[src/rtl/rx_lane_order_fixer.sv]
module rx_lane_order_fixer #(
  parameter int SYM_W = 10
) (
  input  logic               clk,
  input  logic               rst,
  input  logic               in_valid,
  input  logic [2*SYM_W-1:0] in_data,
  input  logic               auto_mode,
  input  logic               align_ok,
  input  logic               man_en,
  input  logic               dual_sym,
  input  logic [SYM_W-1:0]   ord_sym,
  input  logic [SYM_W-1:0]   pad_sym,
  output logic               out_valid,
  output logic [2*SYM_W-1:0] out_data,
  output logic               ord_flag
);

  logic               s_valid;
  logic [2*SYM_W-1:0] s_word;
  logic [SYM_W-1:0]   hold;
  logic               shifted;
  logic               armed;
  logic               man_q;

  logic [SYM_W-1:0] s_lo, s_hi;
  assign s_lo = s_word[SYM_W-1:0];
  assign s_hi = s_word[2*SYM_W-1:SYM_W];

  logic hit_lo, hit_hi, hit_next;
  assign hit_lo   = (s_lo == ord_sym);
  assign hit_hi   = (s_hi == ord_sym);
  assign hit_next = in_valid && (in_data[SYM_W-1:0] == ord_sym);

  logic in_order, misplaced;
  assign in_order  = hit_lo && (!dual_sym || hit_hi);
  assign misplaced = hit_hi && !hit_lo && (!dual_sym || hit_next);

  logic man_req, trig, looking, op;
  assign man_req = armed || (man_en && !man_q);
  assign trig    = auto_mode ? align_ok : man_req;
  assign looking = s_valid && !shifted && !rst;
  assign op      = looking && trig && misplaced;

  always_ff @(posedge clk) begin
    if (rst) begin
      s_valid <= 1'b0;
      s_word  <= '0;
      hold    <= '0;
      shifted <= 1'b0;
      armed   <= 1'b0;
      man_q   <= 1'b1;
    end else begin
      s_valid <= in_valid;
      if (in_valid) s_word <= in_data;
      if (s_valid)  hold   <= s_hi;
      if (op)       shifted <= 1'b1;
      man_q <= man_en;
      armed <= !auto_mode && man_req && !(looking && (in_order || misplaced));
    end
  end

  assign out_valid = s_valid;
  assign ord_flag  = op;

  always_comb begin
    if (op)           out_data = {pad_sym, s_lo};
    else if (shifted) out_data = {s_lo, hold};
    else              out_data = s_word;
  end

  AST_FLAG_HAS_WORD: assert property (@(posedge clk) disable iff (rst)
    ord_flag |-> out_valid);
  AST_FLAG_ONCE: assert property (@(posedge clk) disable iff (rst)
    ord_flag |=> !ord_flag);
  AST_ORD_LANDS_LOW: assert property (@(posedge clk) disable iff (rst)
    ord_flag |=> (!out_valid || out_data[SYM_W-1:0] == $past(ord_sym)));
  AST_AUTO_NEEDS_ALIGN: assert property (@(posedge clk) disable iff (rst)
    (ord_flag && auto_mode) |-> align_ok);
  AST_DUAL_NEEDS_NEXT: assert property (@(posedge clk) disable iff (rst)
    (ord_flag && dual_sym) |-> (in_valid && in_data[SYM_W-1:0] == ord_sym));
  AST_RESET_QUIET: assert property (@(posedge clk)
    rst |=> (!out_valid && !ord_flag));

endmodule

[config.mk]
export PLATFORM = sky130hd
export DESIGN_NAME = rx_lane_order_fixer
export DESIGN_NICKNAME = d
export VERILOG_FILES = /design/src/rtl/rx_lane_order_fixer.sv
export SDC_FILE = /design/constraint.sdc
export NUM_CORES = 1
export LEC_CHECK = 0
export BUFFER_PORTS_ARGS = -buffer_cell sky130_fd_sc_hd__buf_2
export CAP_MARGIN = 10
export CORE_MARGIN = 1.5
export CORE_UTILIZATION = 35
export CTS_CLUSTER_SIZE = 40
export DETAILED_ROUTE_END_ITERATION = 8
export SYNTH_ARGS = -nofsm -noshare
export SYNTH_HDL_FRONTEND = slang
export SYNTH_SLANG_ARGS = --single-unit
export TNS_END_PERCENT = 1
[constraint.sdc]
create_clock -name clk -period 4.9 [get_ports clk]
set_input_delay 0.98 -clock clk [delete_from_list [all_inputs] [get_ports clk]]
set_output_delay 0.98 -clock clk [all_outputs]
set_load 0.02 [all_outputs]
==> results of run 1 <==
cell usage after synthesis, types with 2 or more instances:
library cell / number
dfxtp_1: 34
clkbuf_1: 8
nand4_1: 3
a21oi_1: 2
xor2_1: 18
mux2i_1: 30
nor2_1: 32
nor4_1: 2
inv_1: 2
a211oi_1: 3
clkbuf_8: 2
xnor2_1: 12
nor3_1: 2
nand3_1: 2
mux2_2: 21
mux2_4: 9
how the worst min path moves through the flow:
stage                  from       to  slack (ps)  depth (start not counted)
floorplan           hold[0]  hold[0]         450                          2
global placement    hold[3]  hold[3]         470                          2
detailed placement  hold[6]  hold[6]         480                          2
CTS                 hold[6]  hold[6]         500                          2
global route        hold[1]  hold[1]         520                          2
finish              hold[7]  hold[7]         490                          2
power groups by stage:
stage / logic [mW] / registers, mW / clock network [mW]
after floorplan: 0.0855 / 0.305 / 0
after global placement: 0.132 / 0.308 / 0
after detailed placement: 0.132 / 0.308 / 0
after CTS: 0.133 / 0.302 / 0.222
after global routing: 0.143 / 0.303 / 0.235
final: 0.132 / 0.302 / 0.211
metal layers:
metal / up-vias / global-route usage (%) / share of wire (%)
li1: 812 / - / -
met1: 748 / 21.8 / 49
met2: 49 / 23.0 / 43
met3: 9 / 4.48 / 5.8
met4: 0 / 6.14 / 1.8
met5: - / 0 / 0
cell families (layout without fill, tap and decap cells):
logic type             after synthesis  after routing  share of synthesized area (%)
flip-flops                          34             34                           33.7
buffers and inverters               13             82                           3.78
multiplexers                        60             60                           33.3
AO/OA/AOI/OAI                        6              6                           2.67
AND/OR/NAND/NOR                     52             52                           13.5
XOR/XNOR                            30             30                           13.0
cell usage in the layout (no fill, tap or decap):
| master | count |
|---|---|
| o31ai_4 | 1 |
| clkinv_2 | 1 |
| nand3_1 | 2 |
| mux2_4 | 9 |
| mux2i_1 | 30 |
| nor2b_1 | 1 |
| xor2_1 | 18 |
| or3_1 | 1 |
| nand4_1 | 3 |
| nor2_1 | 32 |
| a21oi_1 | 2 |
| xnor2_1 | 12 |
| and4_1 | 1 |
| nor3_1 | 2 |
| nand3b_1 | 1 |
| mux2_2 | 21 |
| clkbuf_1 | 1 |
| nor4_1 | 2 |
| and2b_2 | 1 |
| inv_1 | 2 |
| nor4_4 | 1 |
| or2b_2 | 1 |
| nand2_1 | 1 |
| buf_4 | 4 |
| a211oi_1 | 3 |
| nor4_2 | 1 |
| clkbuf_8 | 6 |
| dfxtp_1 | 34 |
| buf_2 | 68 |
| or2_2 | 1 |
| nand4bb_1 | 1 |
worst max-delay path: cells and delay by family:
kind | cells | cell delay (ps)
xor gates and xnor gates | 1 | 270
AOI/OAI and AO/OA | 1 | 300
buffers and inverters | 3 | 640
muxes | 1 | 300
and+or+nand+nor | 2 | 630
registers in the layout (all words and copies together) (netlist names):
register,flops
armed,1
hold,10
man_q,1
out_valid,1
s_word,20
shifted,1
stage by stage:
step	cell area, um^2	hold WS [ps]	setup slack, ps	instances
6_report	2500	490	800	336
3_5_place_dp	2410	480	851	328
4_1_cts	2500	497	840	336
5_1_grt	2500	521	731	336
2_1_floorplan	2020	454	1680	195
3_3_place_gp	2410	470	876	328
cell type report:
cell class,instances,area share [%]
multi-input combinational,148,50.4
sequential,34,27.2
timing repair buffer,72,14.8
tap,72,3.60
clock buffer,7,3.45
inverter,2,0.300
clock inverter,1,0.200
==> impl_metrics.json, run 1 <==
{
  "status": "finished clean",
  "die_area_um2": 6230,
  "finalWeightedCongestion": 0.798,
  "seq_power_share_pct": 46.8,
  "rsz0062_at_grt": "false",
  "internal-power_uw": 466,
  "path_cells": "buf_2, xnor2_1, nand4_1, o31ai_4, nand4bb_1, buf_4, mux2_4, buf_2",
  "required_ps": 3920,
  "power_density_nw_per_um2": 258,
  "yosysSeqAreaShare_pct": 33.7,
  "clkPwrFrac_pct": 32.8,
  "diodes": 0,
  "worstPathArrival_ps": 3120,
  "syn_nets": 242,
  "power.net_switching_uw": 178,
  "slowest_delay_ps": 430,
  "num_vias": 1618,
  "synth_top_area_cell": "dfxtp_1",
  "wire_per_inst_um": 14.3,
  "ys.flop_type": "dfxtp_1",
  "drc": 0,
  "core_um2": 5540,
  "r2r-start": "s_word[16]",
  "crit-reg2reg-capture": "shifted",
  "grt_pass1_wl_um": 7420,
  "crit_path_start_kind": "input pin",
  "cp-end-kind": "output pin",
  "seq_area_um2": 681,
  "cp_max_fo": 6,
  "avgSynthCellArea_um2": 10.3,
  "row_count": 27,
  "synth.distinct_cells": 29,
  "synthesis.area_um2": 2020,
  "critPathMostFrequentCell": "buf_2",
  "sw_frac_of_total_pct": 27.7,
  "drv_cap": 0,
  "firstDrtPassIters": 4,
  "fin_crit_ps": 4100,
  "period_share_pct": 83.7,
  "ys_warn_count": 0,
  "drv_slew": 0,
  "finalSetupViolCount": 0,
  "grt_overflow": 0,
  "clk_path_buf_depth": 2,
  "synth_top_area_share_pct": 33.7,
  "vias_per_cell": 4.82,
  "fin_util_pct": 45.1,
  "path_clk_slew_ps": 60,
  "path_class": "input pin to output pin",
  "crit_slowest_cell": "nand4bb_1",
  "post_cts_buffers": 0,
  "cts-hold-fix-buffers": 0,
  "post_cts_resized": 0,
  "cts_made_buffers": 5,
  "die_height_um": 78.9,
  "io_buffers": 68,
  "power.total_uw": 645,
  "drt_iter0_markers": 57,
  "relSlewSlack_pct": 53.6,
  "synth-seq-cells": 34,
  "ctsRootBufferMaster": "clkbuf_8",
  "insertion_delay_ps": 290,
  "fin_skew_ps": 2.30,
  "comb_power_share_pct": 20.4,
  "synthArstFlopShare_pct": 0,
  "grt_usage_pct": 15.8,
  "num_io_pins": 69,
  "multiInputGateArea_um2": 1260,
  "synth_cells": 195,
  "syn2layout_area_growth_pct": 23.9,
  "ir_worst_vdd_v": 0.000108,
  "htree_levels": 2,
  "layout.nets": 310,
  "min_path_type": "flop to flop",
  "finalHoldViolations": 0,
  "fin_tns_setup_ps": 0,
  "synth.area.top_cells": "dfxtp_1 34%, mux2i_1 15%, mux2_2 12%, xor2_1 7.8%, mux2_4 6.7%",
  "clock_sinks": 34,
  "drt-total-wl_um": 4820,
  "cts_tree": "yes",
  "ff2ff_path_depth": 6,
  "fill_cells": 589,
  "grt_max_degree": 37,
  "dpl.hpwl_um": 3570,
  "antenna_found_initial": 0,
  "synth_edf_count": 0,
  "postRouteAntennaNets": 0,
  "crit_end": "out_data[18]",
  "initial_core_util_pct": 36.4,
  "power.leakage_nw": 1.21,
  "r2r_setup_slack_ps": 2890,
  "fmax_ghz": 0.244,
  "worstMarginPinSlew_ps": 696,
  "drive_gt1_share_pct": 43.6,
  "grt_pass1_vias": 1488,
  "crit_path_start": "ord_sym[9]",
  "die_x_um": 78.9
}
Power figures use the tool's default switching activity.
==> run 2: changes to the inputs <==
==> constraint.sdc (replaced) <==
create_clock -name clk -period 3.5 [get_ports clk]
set_input_delay 0.7 -clock clk [delete_from_list [all_inputs] [get_ports clk]]
set_output_delay 0.7 -clock clk [all_outputs]
set_load 0.02 [all_outputs]
==> run 2 against run 1 <==
Compared with the run above: flip-flop and latch count unchanged; cell area increased by 0.60%; sequential power increased by 40%; critical path depth unchanged; final cell count increased by 0.60%; sequential share of layout area decreased by 0.16 points; first-iteration DRC count increased by 46%; count of clock-buffer cells in the layout unchanged; utilization increased by 0.27 points; critical endpoint is now out_data[16]; hold slack improved by 1.1 ps; clock skew increased by 2.2 ps; worst setup slack got worse by 550 ps.
==> impl_metrics.json, run 2 (synthesis results as in run 1) <==
{
  "drv_slew": 0,
  "fin_area_um2": 2520,
  "firstDrtPassIters": 4,
  "worstMarginPinSlew_ps": 378,
  "cp-end-kind": "output pin",
  "die_x_um": 78.9,
  "initial_core_util_pct": 36.4,
  "crit-reg2reg-capture": "shifted",
  "drc": 0,
  "hold_ws_ps": 491,
  "fin_cells": 338,
  "min_path_type": "flop to flop",
  "crit_path_start_kind": "input pin",
  "required_ps": 2800,
  "core_um2": 5540,
  "dpl.hpwl_um": 3590,
  "grt_overflow": 0,
  "die_area_um2": 6230,
  "layout.nets": 312,
  "period_share_pct": 92.8,
  "drv_cap": 0,
  "insertion_delay_ps": 280,
  "htree_levels": 2,
  "fmax_ghz": 0.308,
  "grt_use_met1_pct": 21.3,
  "grt_pass1_vias": 1535,
  "hp-start": "hold[4]",
  "postRouteAntennaNets": 0,
  "whs_path_depth": 2,
  "syn2layout_area_growth_pct": 24.7,
  "use_met2_pct": 23.4,
  "met3_usage_pct": 4.48,
  "diodes": 0,
  "cts_made_buffers": 5,
  "grt_pass1_wl_um": 7450,
  "rsz0062_at_grt": "false",
  "dp_cells": 330,
  "worstPathArrival_ps": 2550,
  "layout_commonest_cell": "buf_2",
  "power.leakage_nw": 1.22,
  "fin_tns_setup_ps": 0,
  "power_density_nw_per_um2": 358,
  "status": "finished clean",
  "largest_reg_flops": 20,
  "finalWeightedCongestion": 0.835,
  "finalSetupViolCount": 0,
  "die_height_um": 78.9,
  "regMostFlops": "s_word",
  "io_buffers": 68,
  "fin_crit_ps": 3250,
  "num_io_pins": 69,
  "path_class": "input pin to output pin",
  "clock_sinks": 34,
  "r2r_setup_slack_ps": 1720,
  "dpl_cell_area_um2": 2420,
  "cts_tree": "yes",
  "r2r-start": "s_word[16]",
  "num_vias": 1611,
  "vias_per_cell": 4.77,
  "clk_path_buf_depth": 2,
  "cts-hold-fix-buffers": 0,
  "fin_skew_ps": 4.46,
  "final_cell_mix": "68 x buf_2, 34 x dfxtp_1, 32 x nor2_1",
  "gr-max-usage-layer": "met2",
  "wire_per_inst_um": 14.1,
  "post_cts_resized": 0,
  "reg_top3": "s_word: 20 flops, hold: 10 flops",
  "finalHoldViolations": 0,
  "drive_gt1_share_pct": 44.0,
  "min_to": "hold[4]",
  "grt_max_degree": 36,
  "drt_iter0_markers": 83,
  "post_cts_buffers": 0,
  "cp_max_fo": 6,
  "ir_worst_vdd_v": 0.000184,
  "relSlewSlack_pct": 74.8,
  "path_clk_slew_ps": 70,
  "ff2ff_path_depth": 6,
  "drt-total-wl_um": 4780,
  "antenna_found_initial": 0,
  "grt_usage_pct": 15.6,
  "row_count": 27,
  "ctsRootBufferMaster": "clkbuf_8"
}
-- run 2: routing by layer --
layer | vias up | part of all wire, % | wire [um]
li1 | 815 | - | -
met1 | 742 | 49 | 2330
met2 | 50 | 44 | 2120
met3 | 4 | 6.1 | 292
met4 | 0 | 0.79 | 38
met5 | - | 0 | 0
-- run 2: report_power, final --
group	total [mW]	internal [mW]	switching (mW)	leakage [nW]
Sequential	0.422	0.405	0.0172	0.279
Clock	0.294	0.159	0.135	0.0482
Combinational	0.185	0.0896	0.0949	0.889
-- run 2: cell type report --
cell class | instances | area [um^2]
multi-input combinational | 148 | 1260
clock inverter | 1 | 5.00
clock buffer | 7 | 86.3
fill | 563 | 3020
sequential | 34 | 681
timing repair buffer | 74 | 385
inverter | 2 | 7.51
tap | 72 | 90.1
-- run 2: worst max path at each step --
| stage | from | end | cells past startpoint | slack [ps] |
|---|---|---|---|---|
| global route | ord_sym[6] | out_data[16] | 8 | 170 |
| CTS | ord_sym[9] | out_data[16] | 8 | 280 |
| detailed placement | ord_sym[9] | out_data[16] | 8 | 310 |
| finish | ord_sym[9] | out_data[16] | 8 | 250 |
| floorplan | ord_sym[6] | out_data[10] | 6 | 840 |
| global placement | ord_sym[9] | out_data[12] | 8 | 350 |
-- run 2: through the flow --
stage / util [%] / power [mW] / setup WS, ps
5_1_grt: 45.4 / 0.945 / 168
2_1_floorplan: - / 0.547 / 842
4_1_cts: 45.4 / 0.913 / 283
6_report: 45.4 / 0.901 / 253
3_3_place_gp: 43.8 / 0.617 / 351
3_5_place_dp: 43.8 / 0.617 / 310
-- run 2: worst max-delay path: stages --
cell and delay, ps:
buf_2 130, xnor2_1 210, nand4_1 180, o31ai_4 310, nand4bb_1 280, buf_4 280, mux2_4 300, buf_2 160
==> run 3: changes to the inputs <==
--- a/config.mk
+++ b/config.mk
@@ -5,6 +5,7 @@
 export SDC_FILE = /design/constraint.sdc
 export NUM_CORES = 1
 export LEC_CHECK = 0
+export ABC_AREA = 1
 export BUFFER_PORTS_ARGS = -buffer_cell sky130_fd_sc_hd__buf_2
 export CAP_MARGIN = 10
 export CORE_MARGIN = 1.5
==> run 3 against run 2 <==
Compared with the run above: global-route usage is 3.8 points higher; combinational power is 2% higher; first-iteration DRC count is 66% higher; critical endpoint is now out_data[13]; worst setup slack better by 390 ps; maximum frequency is 14% higher; hold slack better by 11 ps; non-clock buffer count is 1 lower; sequential power is 1% higher.
==> impl_metrics.json, run 3 <==
{
  "yosysSeqAreaShare_pct": 34.5,
  "finalHoldViolations": 0,
  "syn_nets": 378,
  "synth_top_area_cell": "dfxtp_1",
  "wl_met2_um": 2700,
  "die_area_um2": 6100,
  "firstDrtPassIters": 4,
  "dpl.hpwl_um": 4070,
  "ir_worst_vdd_v": 0.000128,
  "grt_usage_pct": 19.4,
  "fmax_ghz": 0.350,
  "seq_area_um2": 681,
  "vias_per_cell": 4.56,
  "ctsRootBufferMaster": "clkbuf_8",
  "htree_levels": 2,
  "syn2layout_area_growth_pct": 24.8,
  "insertion_delay_ps": 290,
  "period_share_pct": 81.7,
  "yosysMostFrequentCell": "nand2_1",
  "comb_power_share_pct": 20.6,
  "fin_skew_ps": 2.31,
  "postRouteAntennaNets": 0,
  "post_cts_buffers": 0,
  "rsz0062_at_grt": "false",
  "drt-total-wl_um": 5600,
  "clock_sinks": 34,
  "drv_slew": 0,
  "layout_commonest_cell": "nand2_1",
  "fin_cells": 469,
  "ys_warn_count": 0,
  "io_buffers": 68,
  "clkPwrFrac_pct": 33.0,
  "finalSetupViolCount": 0,
  "critPathBufInv": 4,
  "synth_cells": 331,
  "cts_tree": "yes",
  "min_path_type": "flop to flop",
  "fin_tns_setup_ps": 0,
  "crit_slowest_cell": "buf_2",
  "antenna_found_initial": 0,
  "power_density_nw_per_um2": 374,
  "drv_cap": 0,
  "cp_max_fo": 14,
  "final_cell_mix": "124 x nand2_1, 68 x buf_2, 47 x o21ai_0",
  "synthArstFlopShare_pct": 0,
  "wl_met3_um": 249,
  "clk_path_buf_depth": 2,
  "grt_max_degree": 32,
  "ys.flop_type": "dfxtp_1",
  "crit_path_start_kind": "input pin",
  "path_class": "input pin to output pin",
  "wire_per_inst_um": 11.9,
  "num_io_pins": 69,
  "critical-path-top-delay-family": "buffers and inverters",
  "path_cells": "buf_2, inv_1, o21ai_0, nand2_1, nor2_1, nand3_1, nand2_1, nand3_2, inv_2, nand2_1, nand2_1, buf_2",
  "path_clk_slew_ps": 70,
  "cts_made_buffers": 5,
  "synth-seq-cells": 34,
  "synth.area.top_cells": "dfxtp_1 34%, nand2_1 24%, o21ai_0 12%, a21oi_1 6.6%, nor2_1 5.9%",
  "reg_top3": "s_word: 20 flops, hold: 10 flops",
  "grt_overflow": 0,
  "fin_crit_ps": 2860,
  "worstPathArrival_ps": 2160,
  "sw_frac_of_total_pct": 30.0,
  "internal-power_uw": 644,
  "multiInputGateArea_um2": 1100,
  "fill_cells": 619,
  "post_cts_resized": 0,
  "worstMarginPinSlew_ps": 549,
  "grt_pass1_vias": 1948,
  "synthesis.area_um2": 1970,
  "initial_core_util_pct": 36.1,
  "die_x_um": 78.1,
  "relSlewSlack_pct": 63.3,
  "largest_reg_flops": 20,
  "core_um2": 5470,
  "status": "finished clean",
  "regMostFlops": "s_word",
  "topRoutingLayerUsed": "met4",
  "dp_cells": 461,
  "m1WireLength_um": 2580,
  "finalWeightedCongestion": 0.841,
  "num_vias": 2138,
  "power.net_switching_uw": 277,
  "synth.distinct_cells": 20,
  "cp-end-kind": "output pin",
  "power.leakage_nw": 1.28,
  "synth_top_area_share_pct": 34.5,
  "drt_iter0_markers": 138,
  "die_height_um": 78.1,
  "required_ps": 2800,
  "synthTopCellsByCount": "124 x nand2_1, 47 x o21ai_0, 34 x dfxtp_1, 31 x nor2_1, 29 x inv_1",
  "diodes": 0,
  "seq_power_share_pct": 46.4,
  "grt_pass1_wl_um": 9180,
  "slowest_delay_ps": 230,
  "drc": 0,
  "synth_edf_count": 0,
  "row_count": 27,
  "cts-hold-fix-buffers": 0,
  "critPathMostFrequentCell": "nand2_1",
  "drive_gt1_share_pct": 22.4,
  "avgSynthCellArea_um2": 5.96,
  "layout.nets": 443
}
==> run 3: cell types whose count changed in the layout (fill, tap and decap cells not counted), sizes merged, moves of 2 or more <==
cell | before | now
nand2 | 1 | 124
nand3 | 2 | 5
inv | 2 | 34
o21ai | 0 | 47
mux2 | 30 | 0
a21oi | 2 | 27
nor4 | 4 | 0
xnor2 | 12 | 6
mux2i | 30 | 0
xor2 | 18 | 3
nor3 | 2 | 0
a211oi | 3 | 0
==> run 3: through the flow <==
step                      power, mW  hold WS (ps)  setup slack, ps  cell area [um^2]  util (%)
after floorplan               0.550           463             1110              1970         -
after global placement        0.624           480              717              2370      43.4
after detailed placement      0.627           488              640              2370      43.4
after CTS                     0.931           505              632              2460      45.0
after global routing          0.981           546              414              2460      45.0
final                         0.921           502              640              2460      45.0
==> run 3: layer usage <==
| layer | global-route usage, % | vias up |
|---|---|---|
| met4 | 5.54 | 0 |
| li1 | - | 1169 |
| met5 | 0 | - |
| met3 | 4.30 | 7 |
| met2 | 33.0 | 44 |
| met1 | 24.6 | 918 |
==> run 3: final timing paths <==
check | start | to | slack, ps | cells after the start
worst max-delay path | in_valid | out_data[13] | 640 | 12
worst min-delay path | hold[7] | hold[7] | 500 | 2
worst max register to register | s_word[10] | shifted | 2040 | 11
worst min register to register | hold[7] | hold[7] | 500 | 2
==> run 3: layout make-up <==
cell class	count	area share [%]
timing repair buffer	73	15.3
clock inverter	1	0.203
inverter	34	5.18
tap	72	3.65
clock buffer	7	3.50
sequential	34	27.6
multi-input combinational	248	44.5
==> run 3: power groups by stage <==
stage	logic [mW]	clock network, mW	registers (mW)
CTS	0.192	0.312	0.427
global placement	0.189	0	0.435
detailed placement	0.191	0	0.436
finish	0.189	0.304	0.427
floorplan	0.117	0	0.433
global route	0.216	0.334	0.430
==> run 3: worst register-to-register path: cells and delay by family (launching register included) <==
family          cells  cell delay [ps]
buf+inv             2              280
simple gates        8              670
flops               1              340
compound gates      1              120
==> run 3: cells by family (layout without fill, tap and decap cells) <==
kind of cell | Yosys count | after routing | share of synthesized area [%]
simple gates | 164 | 164 | 32.3
compound gates | 75 | 75 | 19.3
buf+inv | 49 | 115 | 9.95
flops | 34 | 34 | 34.5
xor+xnor | 9 | 9 | 3.99
